`config.mk`:
```
export PLATFORM = sky130hd
export DESIGN_NAME = sysclk_divgate
export DESIGN_NICKNAME = d
export VERILOG_FILES = /design/src/rtl/sysclk_divgate_pkg.sv /design/src/rtl/sysclk_wake_sync.sv /design/src/rtl/sysclk_susp_reg.sv /design/src/rtl/sysclk_div_cnt.sv /design/src/rtl/sysclk_gate_cell.sv /design/src/rtl/sysclk_divgate.sv
export SDC_FILE = /design/constraint.sdc
export NUM_CORES = 1
export LEC_CHECK = 0
export BUFFER_PORTS_ARGS = -buffer_cell sky130_fd_sc_hd__buf_2
export CAP_MARGIN = 20
export CORE_ASPECT_RATIO = 1.2
export CORE_MARGIN = 10
export CORE_UTILIZATION = 47
export CTS_CLUSTER_DIAMETER = 80
export DETAILED_ROUTE_END_ITERATION = 7
export GPL_TIMING_DRIVEN = 0
export PLACE_DENSITY_LB_ADDON = 0.12
export SYNTH_ARGS = -nofsm -noshare
export SYNTH_HDL_FRONTEND = slang
export SYNTH_SLANG_ARGS = --single-unit
```
`constraint.sdc`:
```
create_clock -name clk_i -period 2 [get_ports clk_i]
set_input_delay 0.1 -clock clk_i [delete_from_list [all_inputs] [get_ports clk_i]]
set_output_delay 0.1 -clock clk_i [all_outputs]
set_load 0.05 [all_outputs]
```
`src/rtl/sysclk_divgate_pkg.sv`:
```
package sysclk_divgate_pkg;
  parameter int unsigned SEL_W    = 3;
  parameter int unsigned CTRL_W   = 8;
  parameter int unsigned SUSP_POS = 5;
  parameter int unsigned N_MATCH  = 4;
endpackage

```
`src/rtl/sysclk_wake_sync.sv`:
```
module sysclk_wake_sync #(
  parameter int unsigned N_MATCH = 4
) (
  input  logic               clk_i,
  input  logic               rst_ni,
  input  logic [N_MATCH-1:0] match_i,
  input  logic               cmp_en_i,
  input  logic               cmp_out_i,
  output logic               wake_o
);
  logic wake_raw;
  logic wake_q;

  assign wake_raw = (|match_i) | (cmp_en_i & ~cmp_out_i);

  always_ff @(posedge clk_i or negedge rst_ni) begin
    if (!rst_ni) wake_q <= 1'b0;
    else         wake_q <= wake_raw;
  end

  assign wake_o = wake_q;


  cmp_off_chk: assert property (@(posedge clk_i) disable iff (!rst_ni)
    (match_i == '0 && !cmp_en_i) |=> !wake_q);
endmodule

```
`src/rtl/sysclk_susp_reg.sv`:
```
module sysclk_susp_reg (
  input  logic clk_i,
  input  logic rst_ni,
  input  logic set_i,
  input  logic wake_i,
  output logic susp_o
);
  logic susp_q;

  always_ff @(posedge clk_i or negedge rst_ni) begin
    if (!rst_ni)     susp_q <= 1'b0;
    else if (set_i)  susp_q <= 1'b1;   // write beats wake
    else if (wake_i) susp_q <= 1'b0;
  end

  assign susp_o = susp_q;


  set_win_chk: assert property (@(posedge clk_i) disable iff (!rst_ni)
    set_i |=> susp_q);

  wake_clr_chk: assert property (@(posedge clk_i) disable iff (!rst_ni)
    (susp_q && wake_i && !set_i) |=> !susp_q);

  no_self_set_chk: assert property (@(posedge clk_i) disable iff (!rst_ni)
    (!susp_q && !set_i) |=> !susp_q);

  stay_chk: assert property (@(posedge clk_i) disable iff (!rst_ni)
    (susp_q && !wake_i) |=> susp_q);
endmodule

```
`src/rtl/sysclk_div_cnt.sv`:
```
module sysclk_div_cnt #(
  parameter  int unsigned SEL_W = 3,
  localparam int unsigned CNT_W = (1 << SEL_W) - 1
) (
  input  logic             clk_i,
  input  logic             rst_ni,
  input  logic             run_i,
  input  logic             sel_we_i,
  input  logic [SEL_W-1:0] sel_i,
  output logic [SEL_W-1:0] sel_o,
  output logic             tick_o
);
  logic [SEL_W-1:0] sel_q;
  logic [SEL_W-1:0] act_sel_q;
  logic [CNT_W-1:0] cnt_q;
  logic [CNT_W-1:0] reload;
  logic             at_edge;

  assign reload  = ~({CNT_W{1'b1}} << sel_q);
  assign at_edge = (cnt_q == '0);

  always_ff @(posedge clk_i or negedge rst_ni) begin
    if (!rst_ni)       sel_q <= '1;
    else if (sel_we_i) sel_q <= sel_i;
  end

  // pending exponent is adopted only at a period boundary
  always_ff @(posedge clk_i or negedge rst_ni) begin
    if (!rst_ni) begin
      cnt_q     <= '0;
      act_sel_q <= '1;
    end else if (run_i) begin
      if (at_edge) begin
        cnt_q     <= reload;
        act_sel_q <= sel_q;
      end else begin
        cnt_q <= cnt_q - 1'b1;
      end
    end
  end

  assign sel_o  = sel_q;
  assign tick_o = run_i & at_edge;


  sel_hold_chk: assert property (@(posedge clk_i) disable iff (!rst_ni)
    (cnt_q != '0) |=> $stable(act_sel_q));

  frozen_chk: assert property (@(posedge clk_i) disable iff (!rst_ni)
    !run_i |=> $stable(cnt_q));

  range_chk: assert property (@(posedge clk_i) disable iff (!rst_ni)
    cnt_q <= ~({CNT_W{1'b1}} << act_sel_q));
endmodule

```
`src/rtl/sysclk_gate_cell.sv`:
```
module sysclk_gate_cell (
  input  logic clk_i,
  input  logic rst_ni,
  input  logic en_i,
  output logic en_o,
  output logic gclk_o
);
  logic en_q;

  // enable changes only while clk_i is low
  always_ff @(negedge clk_i or negedge rst_ni) begin
    if (!rst_ni) en_q <= 1'b0;
    else         en_q <= en_i;
  end

  assign gclk_o = clk_i & en_q;
  assign en_o   = en_q;
endmodule

```
`src/rtl/sysclk_divgate.sv`:
```
module sysclk_divgate
  import sysclk_divgate_pkg::*;
#(
  parameter int unsigned P_SEL_W    = SEL_W,
  parameter int unsigned P_CTRL_W   = CTRL_W,
  parameter int unsigned P_SUSP_POS = SUSP_POS,
  parameter int unsigned P_N_MATCH  = N_MATCH
) (
  input  logic                  clk_i,
  input  logic                  rst_ni,
  input  logic                  wr_en_i,
  input  logic [P_CTRL_W-1:0]   wr_data_i,
  input  logic [P_N_MATCH-1:0]  port_match_i,
  input  logic                  cmp_en_i,
  input  logic                  cmp_out_i,
  output logic                  sys_clk_o,
  output logic                  suspended_o,
  output logic [P_CTRL_W-1:0]   ctrl_o
);
  logic               wake_q;
  logic               susp_q;
  logic               susp_set;
  logic               tick;
  logic               gate_en;
  logic [P_SEL_W-1:0] sel_q;
  logic               unused_wr;

  assign susp_set  = wr_en_i & wr_data_i[P_SUSP_POS];
  assign unused_wr = ^wr_data_i;

  sysclk_wake_sync #(.N_MATCH(P_N_MATCH)) u_wake (
    .clk_i    (clk_i),
    .rst_ni   (rst_ni),
    .match_i  (port_match_i),
    .cmp_en_i (cmp_en_i),
    .cmp_out_i(cmp_out_i),
    .wake_o   (wake_q)
  );

  sysclk_susp_reg u_susp (
    .clk_i (clk_i),
    .rst_ni(rst_ni),
    .set_i (susp_set),
    .wake_i(wake_q),
    .susp_o(susp_q)
  );

  sysclk_div_cnt #(.SEL_W(P_SEL_W)) u_cnt (
    .clk_i   (clk_i),
    .rst_ni  (rst_ni),
    .run_i   (~susp_q),
    .sel_we_i(wr_en_i),
    .sel_i   (wr_data_i[P_SEL_W-1:0]),
    .sel_o   (sel_q),
    .tick_o  (tick)
  );

  sysclk_gate_cell u_gate (
    .clk_i (clk_i),
    .rst_ni(rst_ni),
    .en_i  (tick),
    .en_o  (gate_en),
    .gclk_o(sys_clk_o)
  );

  always_comb begin
    ctrl_o                = '0;
    ctrl_o[P_SEL_W-1:0]   = sel_q;
    ctrl_o[P_SUSP_POS]    = susp_q;
  end

  assign suspended_o = susp_q;


  gate_off_chk: assert property (@(posedge clk_i) disable iff (!rst_ni)
    susp_q |-> !gate_en);

  susp_write_chk: assert property (@(posedge clk_i) disable iff (!rst_ni)
    (wr_en_i && wr_data_i[P_SUSP_POS]) |=> suspended_o);

  rd_susp_chk: assert property (@(posedge clk_i) disable iff (!rst_ni)
    ctrl_o[P_SUSP_POS] == suspended_o);
endmodule

```
---- Word-level counts from Yosys, hierarchy flattened ----
Cells that the tools add are included.
operators by class
  add/subtract/negate cells ............... 1
  shift-type cells ........................ 1
  muxes and demuxes ....................... 3
  bitwise gates (word level) .............. 8
  reductions and logical operators ........ 3
operator list
  cell                   number
  $logic_not A7 Y1       1
  $mux W7                1
  $not A7 Y7             1
  $shl A7 B3 Y7 const A  1
  $sub A7 B1 Y7 const B  1
  $and A1 B1 Y1          4
  $reduce_or A4 Y1       1
  $mux W1                2
  $not A1 Y1             2
  $reduce_bool A2 Y1     1
  $or A1 B1 Y1           1
storage, ports and cells
  register bits after elaboration ......... 13
  output and inout port bits .............. 10
  logic and storage cells ................. 21

---- Longest topological paths before layout ----
  depth in word-level cells ............... 3
  mapped depth ............................ 5

---- Cells and area by module ----
From an unflattened synthesis, not the netlist that was laid out.
second synthesis, totals
  cells, all modules ...................... 77
  area total of the unflattened synthesis .. 753.2 um^2
by module, submodules not included
  module            instances  cells an instance  area an instance (um^2)
  sysclk_div_cnt    1          60                 594.3
  sysclk_divgate    1          8                  51.3
  sysclk_wake_sync  1          4                  40.0
  sysclk_susp_reg   1          3                  36.3
  sysclk_gate_cell  1          2                  31.3

==> qor.txt <==
Outcome -> finished with violations
Failing checks -> setup timing
Design area -> 1100 sq um
Crit path DAT -> 2.07 ns
Initial Util -> 0.516
Worst EP required -> 1.90 ns
Peak supply drop -> 0.582 mV
Worst R2R Start -> u_cnt.cnt_q[0]$_DFFE_PN0N_
Largest net degree at the start of global routing -> 14
Die ar. -> 3650 sq um
Area growth from synthesis to layout -> 43.7%
Max FO, Critical Path -> 1
P per Cell Area -> 1200 nW/um^2
Hold_ws -> 0.0166 ns
Worst R2R Setup Slack -> -0.01 ns
Number of DRC markers in iteration 0 -> 11
Drt drc -> 0
First-pass GRT wire length -> 3.45 mm
Leak pwr -> 0.503 nW
Max_cap viols -> 0
Final hold vios -> 0
Clock latency on the worst-skew pair -> 0.41 ns
NumNets Final -> 137
Sequential Power Share -> 0.332
FF-to-FF path depth -> 5
Hpwl dp -> 1.34 mm
Final Skew -> 0.0194 ns
Sw Share -> 0.400
Antenna violations before repair -> 0
Internal power -> 788 uW
RePlAce Congestion -> 0.761
Logic pwr share -> 0.463
RSZ-0062 raised after global routing -> yes
Syn Inst Count -> 74
Yosys reg bits -> 13
Worst reg2reg path endpoint -> u_gate.en_o$_DFF_NN0_
GR Util All Layers -> 0.119
Clock-pin slew on the worst setup and hold paths -> 0.09 ns
Yosys cell types -> 34
Share of cells above drive strength 1 -> 0.487
CP endpoint kind -> output port
Routed len/inst -> 15.5 um
CORE AREA -> 1480 sq um
Hold path depth -> 2
Inserted Diodes -> 0
Setup Crit Path Kind -> reg2out
Vias in the first global route -> 799
Chip width -> 56.8 um
Syn. warnings -> 0
I/O pin count -> 27
Detailed-route via count -> 744
Pins Over Slew Limit -> 0
Sw Pwr -> 525 uW
Hold Crit Start -> wr_en_i
Clock share of power -> 0.204
Hold WC Path Type -> in2reg
CTS tree -> done
Grt total ovfl -> 0
Post-route ant nets -> 0
Cell area after synthesis -> 764 sq um
Synthesized area per cell -> 10.3 sq um
Sequential share of the synthesized area -> 0.430
Worst Hold End -> u_cnt.sel_o[0]$_DFFE_PN1P_
Num rows -> 15
DP Area -> 901 sq um
Chip height -> 64.2 um
CP Launch Type -> flop
Port bufs -> 18
Final WS setup -> -0.168 ns
DR pass1 iterations -> 4
Via density -> 5.55
Final setup fails -> 3
Final Routed Wirelength -> 2.08 mm
-- worst max path at each step --
stage | slack, ns | to | cells after the start | startpoint
final | -0.17 | sys_clk_o | 2 | u_gate.en_o$_DFF_NN0_
after global routing | -0.21 | sys_clk_o | 2 | u_gate.en_o$_DFF_NN0_
after CTS | -0.18 | sys_clk_o | 2 | u_gate.en_o$_DFF_NN0_
after detailed placement | -0.25 | u_gate.en_o$_DFF_NN0_ | 5 | u_cnt.cnt_q[1]$_DFFE_PN0N_
after global placement | -0.24 | u_gate.en_o$_DFF_NN0_ | 5 | u_cnt.cnt_q[1]$_DFFE_PN0N_
after floorplan | -0.09 | u_gate.en_o$_DFF_NN0_ | 5 | u_cnt.cnt_q[1]$_DFFE_PN0N_
-- power by group through the flow --
stage,clock network [mW],logic (mW),registers (mW)
after floorplan,0.00747,0.368,0.443
after global placement,0.00886,0.483,0.434
after detailed placement,0.00886,0.480,0.438
after CTS,0.276,0.549,0.429
after global routing,0.290,0.664,0.448
final,0.268,0.608,0.436
-- routing by layer --
layer / wire length, um / up-vias / track usage
met2: 1030 / 39 / 0.185
met4: 79 / 0 / 0.106
met1: 798 / 341 / 0.114
met5: 0 / - / 0
met3: 174 / 10 / 0.0573
li1: - / 354 / -
-- stage by stage --
stage / setup slack [ns] / std cells / total power [mW] / util / setup TNS (ns)
after CTS: -0.177 / 131 / 1.25 / 0.724 / -0.185
after floorplan: -0.0900 / 77 / 0.819 / - / -0.0900
after global routing: -0.205 / 134 / 1.40 / 0.741 / -0.264
after detailed placement: -0.249 / 112 / 0.927 / 0.608 / -0.249
final: -0.168 / 134 / 1.31 / 0.741 / -0.175
after global placement: -0.239 / 112 / 0.925 / 0.608 / -0.239
-- layout by cell type (no fill, tap or decap), drive strengths merged, types with 2 or more instances in the layout --
master	n
nand3	2
a31oi	3
dfrtp	9
and2	2
o21ai	6
ha	2
nand2	3
dlygate4sd3	8
or4	4
clkbuf	7
buf	31
conb	4
o31ai	3
mux2	3
dfstp	3
nor2	5
nand2b	2
inv	4
o311ai	2
-- worst max-delay path: stages, from the launching register on --
cell and delay [ns]:
dfrtn_1 0.39, and2_4 0.13, buf_8 0.13
-- synthesized netlist by cell type, drive strengths merged --
cell	count	area [sq um]
dfrtn	1	25.0
nor2	5	18.8
o2111ai	1	8.76
nand2	3	11.3
ha	2	25.0
and4b	1	10.0
or4b	1	13.8
a211o	1	10.0
a32oi	1	8.76
conb	1	3.75
and2	2	12.5
mux2	3	33.8
buf	6	48.8
o31ai	3	22.5
nand4	1	6.26
dfstp	3	78.8
or3	1	6.26
a22o	1	8.76
or4	4	36.3
inv	4	15.0
nor4b	1	23.8
clkbuf	1	3.75
o311ai	2	17.5
or2	1	6.26
nand2b	2	12.5
nand3	2	10.0
nor2b	1	6.26
nor4	1	6.26
o21ai	6	30.0
dfrtp	9	225
a31oi	3	18.8
-- cell type report --
class                   instances  area (sq um)
inverters                       4          15.0
clock buffers                   7          60.1
well taps                      17          21.3
repair buffers                 32           218
plain buffers                   7          52.6
flip-flops and latches         13           330
clock inverters                 1          5.00
fillers                       105           384
multi-input cells              53           397
-- cells by family after synthesis --
logic type	share of synthesized area
buf+inv	0.0884
simple gates	0.236
fa+ha+maj	0.0327
mux	0.0442
compound gates	0.164
flops	0.430
other cells	0.00491
-- registers in the layout, indices dropped and copies added (netlist names) --
name           count
u_gate.en_o        1
u_cnt.cnt_q        7
u_cnt.sel_o        3
u_wake.wake_o      1
u_susp.susp_o      1
-- timing repair --
action / in CTS / in global routing
setup buffers: 4 / 3
hold buffers: 8 / 0
hold endpoints to repair: 17 / 0
setup endpoints to repair: 3 / 3
pin swaps: 0 / 1
resized for setup: 4 / 1
Power figures use the tool's default switching activity.
